<file path="config.mk">
export PLATFORM = sky130hd
export DESIGN_NAME = link_status_regs
export DESIGN_NICKNAME = d
export VERILOG_FILES = /design/src/rtl/lsr_pkg.sv /design/src/rtl/lsr_link_flags.sv /design/src/rtl/lsr_cfg_regs.sv /design/src/rtl/lsr_read_mux.sv /design/src/rtl/link_status_regs.sv
export SDC_FILE = /design/constraint.sdc
export NUM_CORES = 1
export LEC_CHECK = 0
export CAP_MARGIN = 20
export CORE_MARGIN = 5
export CORE_UTILIZATION = 50
export DETAILED_ROUTE_END_ITERATION = 6
export PLACE_DENSITY = 0.8
export SYNTH_ARGS = -nofsm -noshare
export SYNTH_HDL_FRONTEND = slang
export SYNTH_SLANG_ARGS = --single-unit
export TNS_END_PERCENT = 1
</file>
<file path="constraint.sdc">
create_clock -name clk -period 6.35 [get_ports clk]
set_input_delay 0.9525 -clock clk [delete_from_list [all_inputs] [get_ports clk]]
set_output_delay 0.9525 -clock clk [all_outputs]
set_load 0.1 [all_outputs]
</file>
<file path="src/rtl/lsr_pkg.sv">
// Package: shared definitions for the link status register file.
// Assumes: per-link vectors are split into bytes, low links first.
package lsr_pkg;

    localparam int DATA_W = 8;
    localparam int ADDR_W = 6;

    // Control byte bit positions.
    localparam int CTRL_LPBK_BIT = 0;
    localparam int CTRL_RSYN_BIT = 1;
    localparam int CTRL_W        = 2;

    typedef enum logic [2:0] {
        RG_ERR,
        RG_OE,
        RG_IE,
        RG_CTRL,
        RG_UP
    } region_e;

    // Base address of a region for a vector that spans vb bytes.
    function automatic int region_base(region_e r, int vb);
        case (r)
            RG_ERR:  return 0;
            RG_OE:   return vb;
            RG_IE:   return 2 * vb;
            RG_CTRL: return 3 * vb;
            default: return 3 * vb + 2;
        endcase
    endfunction

endpackage

</file>
<file path="src/rtl/lsr_link_flags.sv">
// Module: per-link sticky error flag and link-up flag.
// Assumes: inputs are single-cycle pulses that are already synchronous to clk.
// In every cell an error pulse has priority over sync-done and over a clearing write.
module lsr_link_flags #(
    parameter int NUM_LINKS = 16
) (
    input  logic                 clk,
    input  logic                 rst_n,
    input  logic [NUM_LINKS-1:0] err_pulse,
    input  logic [NUM_LINKS-1:0] sync_done,
    input  logic [NUM_LINKS-1:0] w1c_mask,
    output logic [NUM_LINKS-1:0] err_q,
    output logic [NUM_LINKS-1:0] up_q
);

    for (genvar i = 0; i < NUM_LINKS; i++) begin : g_cell
        // Update one link's error flag and link-up flag.
        always_ff @(posedge clk) begin
            if (!rst_n) begin
                err_q[i] <= 1'b0;
                up_q[i]  <= 1'b0;
            end else begin
                if (err_pulse[i])
                    err_q[i] <= 1'b1;
                else if (sync_done[i] || w1c_mask[i])
                    err_q[i] <= 1'b0;

                if (err_pulse[i])
                    up_q[i] <= 1'b0;
                else if (sync_done[i])
                    up_q[i] <= 1'b1;
            end
        end

        // a set flag survives while nothing clears it.
        a_r5_err_sticky: assert property (@(posedge clk) disable iff (!rst_n)
            (err_q[i] && !sync_done[i] && !w1c_mask[i]) |=> err_q[i]);

        // sync-done without an error brings the link up with a clean flag.
        a_r7_sync_clears: assert property (@(posedge clk) disable iff (!rst_n)
            (sync_done[i] && !err_pulse[i]) |=> (!err_q[i] && up_q[i]));

        // an error pulse always leaves the flag set and the link down.
        a_r7_error_wins: assert property (@(posedge clk) disable iff (!rst_n)
            err_pulse[i] |=> (err_q[i] && !up_q[i]));
    end

endmodule

</file>
<file path="src/rtl/lsr_cfg_regs.sv">
// Module: output-enable mask, interrupt-enable mask and control byte.
// Assumes: byte enables are decoded by the parent and are already qualified
// with chip select and the write direction.
module lsr_cfg_regs
    import lsr_pkg::*;
#(
    parameter int NUM_LINKS = 16,
    parameter int VB        = (NUM_LINKS + 7) / 8
) (
    input  logic                 clk,
    input  logic                 rst_n,
    input  logic [VB-1:0]        we_oe,
    input  logic [VB-1:0]        we_ie,
    input  logic                 we_ctrl,
    input  logic [DATA_W-1:0]    wdata,
    output logic [NUM_LINKS-1:0] oe_q,
    output logic [NUM_LINKS-1:0] ie_q,
    output logic [CTRL_W-1:0]    ctrl_q
);

    for (genvar i = 0; i < NUM_LINKS; i++) begin : g_bit
        localparam int BYTE = i / 8;
        localparam int POS  = i % 8;

        // Load one mask bit from its byte lane of the write data.
        always_ff @(posedge clk) begin
            if (!rst_n) begin
                oe_q[i] <= 1'b0;
                ie_q[i] <= 1'b0;
            end else begin
                if (we_oe[BYTE]) oe_q[i] <= wdata[POS];
                if (we_ie[BYTE]) ie_q[i] <= wdata[POS];
            end
        end
    end

    // Load the implemented control bits; upper data bits are dropped.
    always_ff @(posedge clk) begin
        if (!rst_n)
            ctrl_q <= '0;
        else if (we_ctrl)
            ctrl_q <= wdata[CTRL_W-1:0];
    end

endmodule

</file>
<file path="src/rtl/lsr_read_mux.sv">
// Module: combinational read-back selector and bus drive enable.
// Assumes: unmapped addresses return zero; the drive enable follows rd_en.
module lsr_read_mux
    import lsr_pkg::*;
#(
    parameter int NUM_LINKS = 16,
    parameter int VB        = (NUM_LINKS + 7) / 8
) (
    input  logic                 rd_en,
    input  logic [ADDR_W-1:0]    addr,
    input  logic [NUM_LINKS-1:0] err_q,
    input  logic [NUM_LINKS-1:0] up_q,
    input  logic [NUM_LINKS-1:0] oe_q,
    input  logic [NUM_LINKS-1:0] ie_q,
    input  logic [CTRL_W-1:0]    ctrl_q,
    output logic [DATA_W-1:0]    rdata,
    output logic                 rdata_oe
);

    localparam int PW        = VB * 8;
    localparam int ERR_BASE  = region_base(RG_ERR, VB);
    localparam int OE_BASE   = region_base(RG_OE, VB);
    localparam int IE_BASE   = region_base(RG_IE, VB);
    localparam int CTRL_ADDR = region_base(RG_CTRL, VB);
    localparam int UP_BASE   = region_base(RG_UP, VB);

    logic [PW-1:0]     err_pad, up_pad, oe_pad, ie_pad;
    logic [DATA_W-1:0] sel_byte;

    assign err_pad = PW'(err_q);
    assign up_pad  = PW'(up_q);
    assign oe_pad  = PW'(oe_q);
    assign ie_pad  = PW'(ie_q);

    // Pick the addressed byte; anything unmatched stays zero.
    always_comb begin
        sel_byte = '0;
        for (int b = 0; b < VB; b++) begin
            if (int'(addr) == ERR_BASE + b) sel_byte = err_pad[b*8 +: 8];
            if (int'(addr) == OE_BASE + b)  sel_byte = oe_pad[b*8 +: 8];
            if (int'(addr) == IE_BASE + b)  sel_byte = ie_pad[b*8 +: 8];
            if (int'(addr) == UP_BASE + b)  sel_byte = up_pad[b*8 +: 8];
        end
        if (int'(addr) == CTRL_ADDR)
            sel_byte = DATA_W'(ctrl_q);
    end

    assign rdata    = rd_en ? sel_byte : '0;
    assign rdata_oe = rd_en;

endmodule

</file>
<file path="src/rtl/link_status_regs.sv">
// Module: top of the link status register file. It decodes the shared bus,
// holds the per-link flags and masks, and builds the interrupt and the
// override outputs.
// Assumes: all inputs are synchronous to clk; the bus is sampled on each edge.
module link_status_regs
    import lsr_pkg::*;
#(
    parameter int NUM_LINKS = 16
) (
    input  logic                 clk,
    input  logic                 rst_n,
    input  logic                 cs_n,
    input  logic                 rd_wr,
    input  logic [ADDR_W-1:0]    addr,
    input  logic [DATA_W-1:0]    wdata,
    output logic [DATA_W-1:0]    rdata,
    output logic                 rdata_oe,
    input  logic [NUM_LINKS-1:0] link_err,
    input  logic [NUM_LINKS-1:0] link_sync_done,
    input  logic                 ext_resync,
    input  logic                 ext_loopback,
    output logic                 int_n,
    output logic [NUM_LINKS-1:0] resync_req,
    output logic                 loopback_en
);

    localparam int VB        = (NUM_LINKS + 7) / 8;
    localparam int ERR_BASE  = region_base(RG_ERR, VB);
    localparam int OE_BASE   = region_base(RG_OE, VB);
    localparam int IE_BASE   = region_base(RG_IE, VB);
    localparam int CTRL_ADDR = region_base(RG_CTRL, VB);

    logic                 wr_en, rd_en;
    logic [VB-1:0]        we_err, we_oe, we_ie;
    logic                 we_ctrl;
    logic [NUM_LINKS-1:0] w1c_mask;
    logic [NUM_LINKS-1:0] err_q, up_q, oe_q, ie_q;
    logic [CTRL_W-1:0]    ctrl_q;

    assign wr_en = !cs_n && !rd_wr;
    assign rd_en = !cs_n && rd_wr;

    // Decode the per-byte write enables of each vector region.
    for (genvar b = 0; b < VB; b++) begin : g_dec
        assign we_err[b] = wr_en && (int'(addr) == ERR_BASE + b);
        assign we_oe[b]  = wr_en && (int'(addr) == OE_BASE + b);
        assign we_ie[b]  = wr_en && (int'(addr) == IE_BASE + b);
    end
    assign we_ctrl = wr_en && (int'(addr) == CTRL_ADDR);

    // Write-one-to-clear mask: route each data bit to its link.
    for (genvar i = 0; i < NUM_LINKS; i++) begin : g_w1c
        assign w1c_mask[i] = we_err[i / 8] && wdata[i % 8];
    end

    lsr_link_flags #(.NUM_LINKS(NUM_LINKS)) u_flags (
        .clk       (clk),
        .rst_n     (rst_n),
        .err_pulse (link_err),
        .sync_done (link_sync_done),
        .w1c_mask  (w1c_mask),
        .err_q     (err_q),
        .up_q      (up_q)
    );

    lsr_cfg_regs #(.NUM_LINKS(NUM_LINKS), .VB(VB)) u_cfg (
        .clk     (clk),
        .rst_n   (rst_n),
        .we_oe   (we_oe),
        .we_ie   (we_ie),
        .we_ctrl (we_ctrl),
        .wdata   (wdata),
        .oe_q    (oe_q),
        .ie_q    (ie_q),
        .ctrl_q  (ctrl_q)
    );

    lsr_read_mux #(.NUM_LINKS(NUM_LINKS), .VB(VB)) u_rd (
        .rd_en    (rd_en),
        .addr     (addr),
        .err_q    (err_q),
        .up_q     (up_q),
        .oe_q     (oe_q),
        .ie_q     (ie_q),
        .ctrl_q   (ctrl_q),
        .rdata    (rdata),
        .rdata_oe (rdata_oe)
    );

    // Interrupt: only links that are both output- and interrupt-enabled count.
    assign int_n = ~|(err_q & oe_q & ie_q);

    // Overrides: a board input or the control bit, whichever is set.
    assign resync_req  = err_q & {NUM_LINKS{ext_resync | ctrl_q[CTRL_RSYN_BIT]}};
    assign loopback_en = ext_loopback | ctrl_q[CTRL_LPBK_BIT];

    // the bus is never driven while the chip is deselected.
    a_r2_quiet_deselected: assert property (@(posedge clk) disable iff (!rst_n)
        cs_n |-> !rdata_oe);

    // a deselected cycle leaves every writable register unchanged.
    a_r3_no_write_deselected: assert property (@(posedge clk) disable iff (!rst_n)
        cs_n |=> ($stable(oe_q) && $stable(ie_q) && $stable(ctrl_q)));

    // an error on a fully enabled link pulls the interrupt low next cycle.
    a_r8_int_on_enabled_error: assert property (@(posedge clk) disable iff (!rst_n)
        (!wr_en && (|(link_err & oe_q & ie_q))) |=> !int_n);

    // the board resync input requests every failed link.
    a_r9_resync_override: assert property (@(posedge clk) disable iff (!rst_n)
        ext_resync |-> (resync_req == err_q));

    // the board loopback input forces loopback regardless of control.
    a_r10_loopback_override: assert property (@(posedge clk) disable iff (!rst_n)
        ext_loopback |-> loopback_en);

endmodule

</file>
# ---- Word-level counts from Yosys, hierarchy flattened
# Cells that the tools add are included.
dict set report word_totals {
  regBits 66
  inputBits 52
  wordCells 199
}
dict set report op_classes {
  n_eq_ne 8
  muxes 42
  n_bitwise 6
  n_reduce_logical 78
}
# cell n
set ops {}
lappend ops {{two-way mux 8 bit} 10}
lappend ops {{bitwise AND 16 bit} 3}
lappend ops {{two-way mux 1 bit} 32}
lappend ops {{nonzero test 2 bit} 16}
lappend ops {{OR reduction 2 bit} 16}
lappend ops {{logical AND 1 bit} 25}
lappend ops {{equality test 6 x 4 -> 1 bit (second input constant)} 3}
lappend ops {{logical OR 1 bit} 16}
lappend ops {{OR reduction 16 bit} 1}
lappend ops {{equality test 6 x 3 -> 1 bit (second input constant)} 2}
lappend ops {{equality test 6 x 5 -> 1 bit (second input constant)} 2}
lappend ops {{equality test 6 x 2 -> 1 bit (second input constant)} 1}
lappend ops {{zero test 6 bit} 1}
lappend ops {{zero test 1 bit} 3}
lappend ops {{bitwise OR 1 bit} 2}
lappend ops {{inverter 1 bit} 1}

# ---- Longest topological paths before layout
dict set report logic_depth {
  word_depth 11
  depth_mapped 6
  mapped_depth_nobuf 4
}

# ---- Modules after synthesis
# Synthesis repeated with hierarchy kept, for this count alone.
dict set report unflattened {
  cells_unflattened 376
  area_unflattened_um2 3520.9
}
# module n_inst cells_per_inst area_per_inst_um2 seq_area_each_um2
set modules_own_cells {}
lappend modules_own_cells {lsr_cfg_regs 1 109 1293.7 680.7}
lappend modules_own_cells {lsr_link_flags 1 99 1148.6 640.6}
lappend modules_own_cells {lsr_read_mux 1 98 629.4 0.0}
lappend modules_own_cells {link_status_regs 1 70 449.2 0.0}

# ---- Worst setup path after synthesis
# OpenSTA, ideal clock, no wires.
dict set report synth_path {
  kind {input -> output}
  startpoint {in addr[3]}
  endpoint {out rdata[0]}
  arrival_ps 4452
  t_required_ps 5398
  path_slack_ps 945
  cell_stages 6
  cell_sequence {buf_6 > or4_4 > buf_6 > nor2_1 > a2111oi_0 > o32ai_1}
}
dict set report synth_between {
  elab_chain_len 11
  word_cells_on_any_way 19
  cone_classes {eq/ne: 8; mux: 10; reduce/logical: 1}
}
# element line_no
set synth_lines {}
lappend synth_lines {{start: declaration} link_status_regs.sv:14} ;# input logic [ADDR_W-1:0] addr,
lappend synth_lines {{zero test 6 bit} lsr_read_mux.sv:39} ;# if (int'(addr) == ERR_BASE + b) sel_byte = err_pad[b*8 +: 8];
lappend synth_lines {{two-way mux 8 bit} lsr_read_mux.sv:39}
lappend synth_lines {{two-way mux 8 bit} lsr_read_mux.sv:40} ;# if (int'(addr) == OE_BASE + b) sel_byte = oe_pad[b*8 +: 8];
lappend synth_lines {{two-way mux 8 bit} lsr_read_mux.sv:41} ;# if (int'(addr) == IE_BASE + b) sel_byte = ie_pad[b*8 +: 8];
lappend synth_lines {{two-way mux 8 bit} lsr_read_mux.sv:42} ;# if (int'(addr) == UP_BASE + b) sel_byte = up_pad[b*8 +: 8];
lappend synth_lines {{two-way mux 8 bit} lsr_read_mux.sv:39}
lappend synth_lines {{two-way mux 8 bit} lsr_read_mux.sv:40}
lappend synth_lines {{two-way mux 8 bit} lsr_read_mux.sv:41}
lappend synth_lines {{two-way mux 8 bit} lsr_read_mux.sv:42}
lappend synth_lines {{two-way mux 8 bit *} lsr_read_mux.sv:44} ;# if (int'(addr) == CTRL_ADDR)
lappend synth_lines {{two-way mux 8 bit *} lsr_read_mux.sv:48} ;# assign rdata = rd_en ? sel_byte : '0;
lappend synth_lines {{end: declaration} link_status_regs.sv:16} ;# output logic [DATA_W-1:0] rdata,
# Every way passes the cells marked *; elsewhere a longest branch is shown, timed or not.

# ---- Worst setup path after layout
dict set report layout_path {
  startpoint {in addr[2]}
  endpoint {out rdata[0]}
}
# Same word-level chain as after synthesis.

==> results.sh <==
export IMPL_endpoint_kind="primary output"
export IMPL_diodes=0
export IMPL_wl_met3_microns=857
export IMPL_ios=79
export IMPL_slew_violations=0
export IMPL_tns_ns=0
export IMPL_clock_sinks=66
export IMPL_ys_ff_latch=66
export IMPL_outcome="finished, final reports clean"
export IMPL_critical_path_class="input pin to primary output"
export IMPL_drtIter0Drc=242
export IMPL_grt_overflow=0
export IMPL_hold_viol_final=0
export IMPL_ys_types=45
export IMPL_grt_total_usage_pct=24.3
export IMPL_cts_tree="yes"
export IMPL_io_buffers=78
export IMPL_detail_route_antenna_nets=0
export IMPL_hpwl_microns=7540
export IMPL_max_vdd_ir_drop_mv=0.145
export IMPL_die_area_sq_um=8720
export IMPL_ys_warnings_count=0
export IMPL_slew_headroom_pct=30.2
export IMPL_fp_coreArea_sq_um=6790
export IMPL_fillCellCount=592
export IMPL_grt_first_pass_wirelength_microns=16400
export IMPL_drc_errors=0
export IMPL_clock_latency_ns=0.34
export IMPL_cp_start_kind="input pin"
export IMPL_cts_resized_gates=0
export IMPL_htreeDepth=3
export IMPL_drt_met1_wl_microns=4390
export IMPL_wl_per_cell_microns=18.2
export IMPL_holdWs_ns=0.476
export IMPL_setup_violations=0
export IMPL_cts_hold_buf=0
export IMPL_cts_path_max_buffers=2
export IMPL_clk_pin_slew_ns=0.07
export IMPL_wl_microns=10300
export IMPL_vias=3317
export IMPL_synth_edf_count=0
export IMPL_required_ns=5.40
export IMPL_dieWidth_microns=93.4
export IMPL_min_period_ns=4.98
export IMPL_worst_slew_pin_transition_ns=1.04
export IMPL_finClkSkew_ns=0
export IMPL_fin_util_pct=65.7
export IMPL_syn_instance_count=399
export IMPL_worstHoldPathType="flop to flop"
export IMPL_antenna_found_initial=0
export IMPL_rows=30
export IMPL_area_growth_pct=28.5
export IMPL_ys_flop_type="dfxtp_1"
export IMPL_syn_avg_cell_area_sq_um=8.71
export IMPL_layout_nets=520
export IMPL_dr_pass1_iters=5
export IMPL_power_leakage_uw=0.00164
export IMPL_cp_arrival_ns=4.02
export IMPL_fmax_mhz=201
export IMPL_dr_wl_met2_microns=4890
export IMPL_start_util_pct=51.1
export IMPL_rsz0062_at_grt="false"
export IMPL_grt_max_degree=67
export IMPL_async_flop_share_pct=0
export IMPL_cts_buffers=9
export IMPL_grt_pass1_vias=3202
export IMPL_vias_per_cell=5.84
export IMPL_total_power_uw=941
export IMPL_root_buffer="clkbuf_8"
export IMPL_topRoutingLayerUsed="met4"
export IMPL_period_share_pct=78.4
export IMPL_critPathMaxFanout=24
export IMPL_gp_congestion=0.912
export IMPL_maxCapViolations=0
export IMPL_dieHeight_microns=93.4
export IMPL_post_cts_buffers=0
export IMPL_syn_area_sq_um=3470
export IMPL_p_per_area_nw_per_um2=211
export IMPL_synth_nets=451
export IMPL_layout_drive_gt1_share_pct=6.99
export IMPL_ys_seq_area_share_pct=38.0
[state kept, by name, summed over array words and instances, names as in the netlist]
register	flops
u_cfg.ctrl_q	2
u_cfg.ie_q	16
u_cfg.oe_q	16
u_flags.err_q	16
u_flags.up_q	16
[cell families (layout without fill, tap and decap cells)]
group | Yosys count | after routing | synth area share (%)
compound gates | 89 | 89 | 19.0
xor+xnor | 1 | 1 | 0.252
simple gates | 192 | 192 | 32.4
buf+inv | 27 | 100 | 3.38
mux | 24 | 24 | 6.91
flops | 66 | 66 | 38.0
[per-stage QoR]
| step | instances | instance area (sq um) | setup WS, ns |
|---|---|---|---|
| 4_1_cts | 568 | 4460 | 1.43 |
| 3_5_place_dp | 553 | 4280 | 1.43 |
| 2_1_floorplan | 399 | 3470 | 0.945 |
| 3_3_place_gp | 553 | 4280 | 1.56 |
| 5_1_grt | 568 | 4460 | 1.08 |
| 6_report | 568 | 4460 | 1.37 |
[per-layer routing]
metal,up-vias,track usage [%]
met5,-,0
met4,0,7.69
met3,12,7.32
met2,119,39.0
met1,1589,31.3
li1,1597,-
[worst paths after layout]
check	to	depth (start not counted)	slack [ns]	from
min reg2reg	u_cfg.ie_q[13]$_SDFFE_PN0P_	2	0.48	u_cfg.ie_q[13]$_SDFFE_PN0P_
min	u_cfg.ie_q[13]$_SDFFE_PN0P_	2	0.48	u_cfg.ie_q[13]$_SDFFE_PN0P_
max	rdata[0]	7	1.37	addr[2]
max reg2reg	u_flags.err_q[9]$_SDFFE_PN0P_	3	5.54	u_flags.err_q[9]$_SDFFE_PN0P_
[critical path, cell delays in order]
cell and delay [ns]:
clkdlybuf4s50_1 0.78, nor4b_2 0.35, buf_4 0.19, a21oi_1 0.69
o21ai_0 0.29, o32ai_1 0.40, buf_4 0.35
[power breakdown]
part / internal (uW) / switching (uW)
Clock: 189 / 156
Combinational: 63.6 / 95.6
Sequential: 426 / 11.2
[area by class of cell]
type                    instances  area, sq um  area share (%)
repair buffers                 82          791            17.7
well taps                      96          120            2.69
multi-input cells             306         2040            45.6
clock inverters                 3         40.0           0.897
inverters                       3         11.3           0.252
flip-flops and latches         66         1320            29.6
clock buffers                  12          145            3.25
[cell usage after synthesis (10+ instances only)]
cell      instances  area (sq um)
dfxtp_1          66          1320
nor2b_1          40           250
nand3_1          28           140
nor2_1           25          93.8
mux2i_1          24           240
nand2b_1         24           150
clkbuf_1         21          78.8
nor3b_1          16           120
o21a_1           16           120
a21oi_1          15          75.1
nand2_1          13          48.8
and3_1           12          75.1
nor3_1           11          55.1
a211oi_1         10          75.1
[cell usage in the layout (no fill, tap or decap), drive strengths merged, types with 15 or more instances in the layout]
cell	Yosys	routed
clkdlybuf4s50	0	70
dfxtp	66	66
nor2b	40	40
nand3	28	28
nor2	26	26
nand2b	24	24
mux2i	24	24
nor3b	16	16
o21a	16	16
a21oi	15	15
Power figures use the tool's default switching activity.
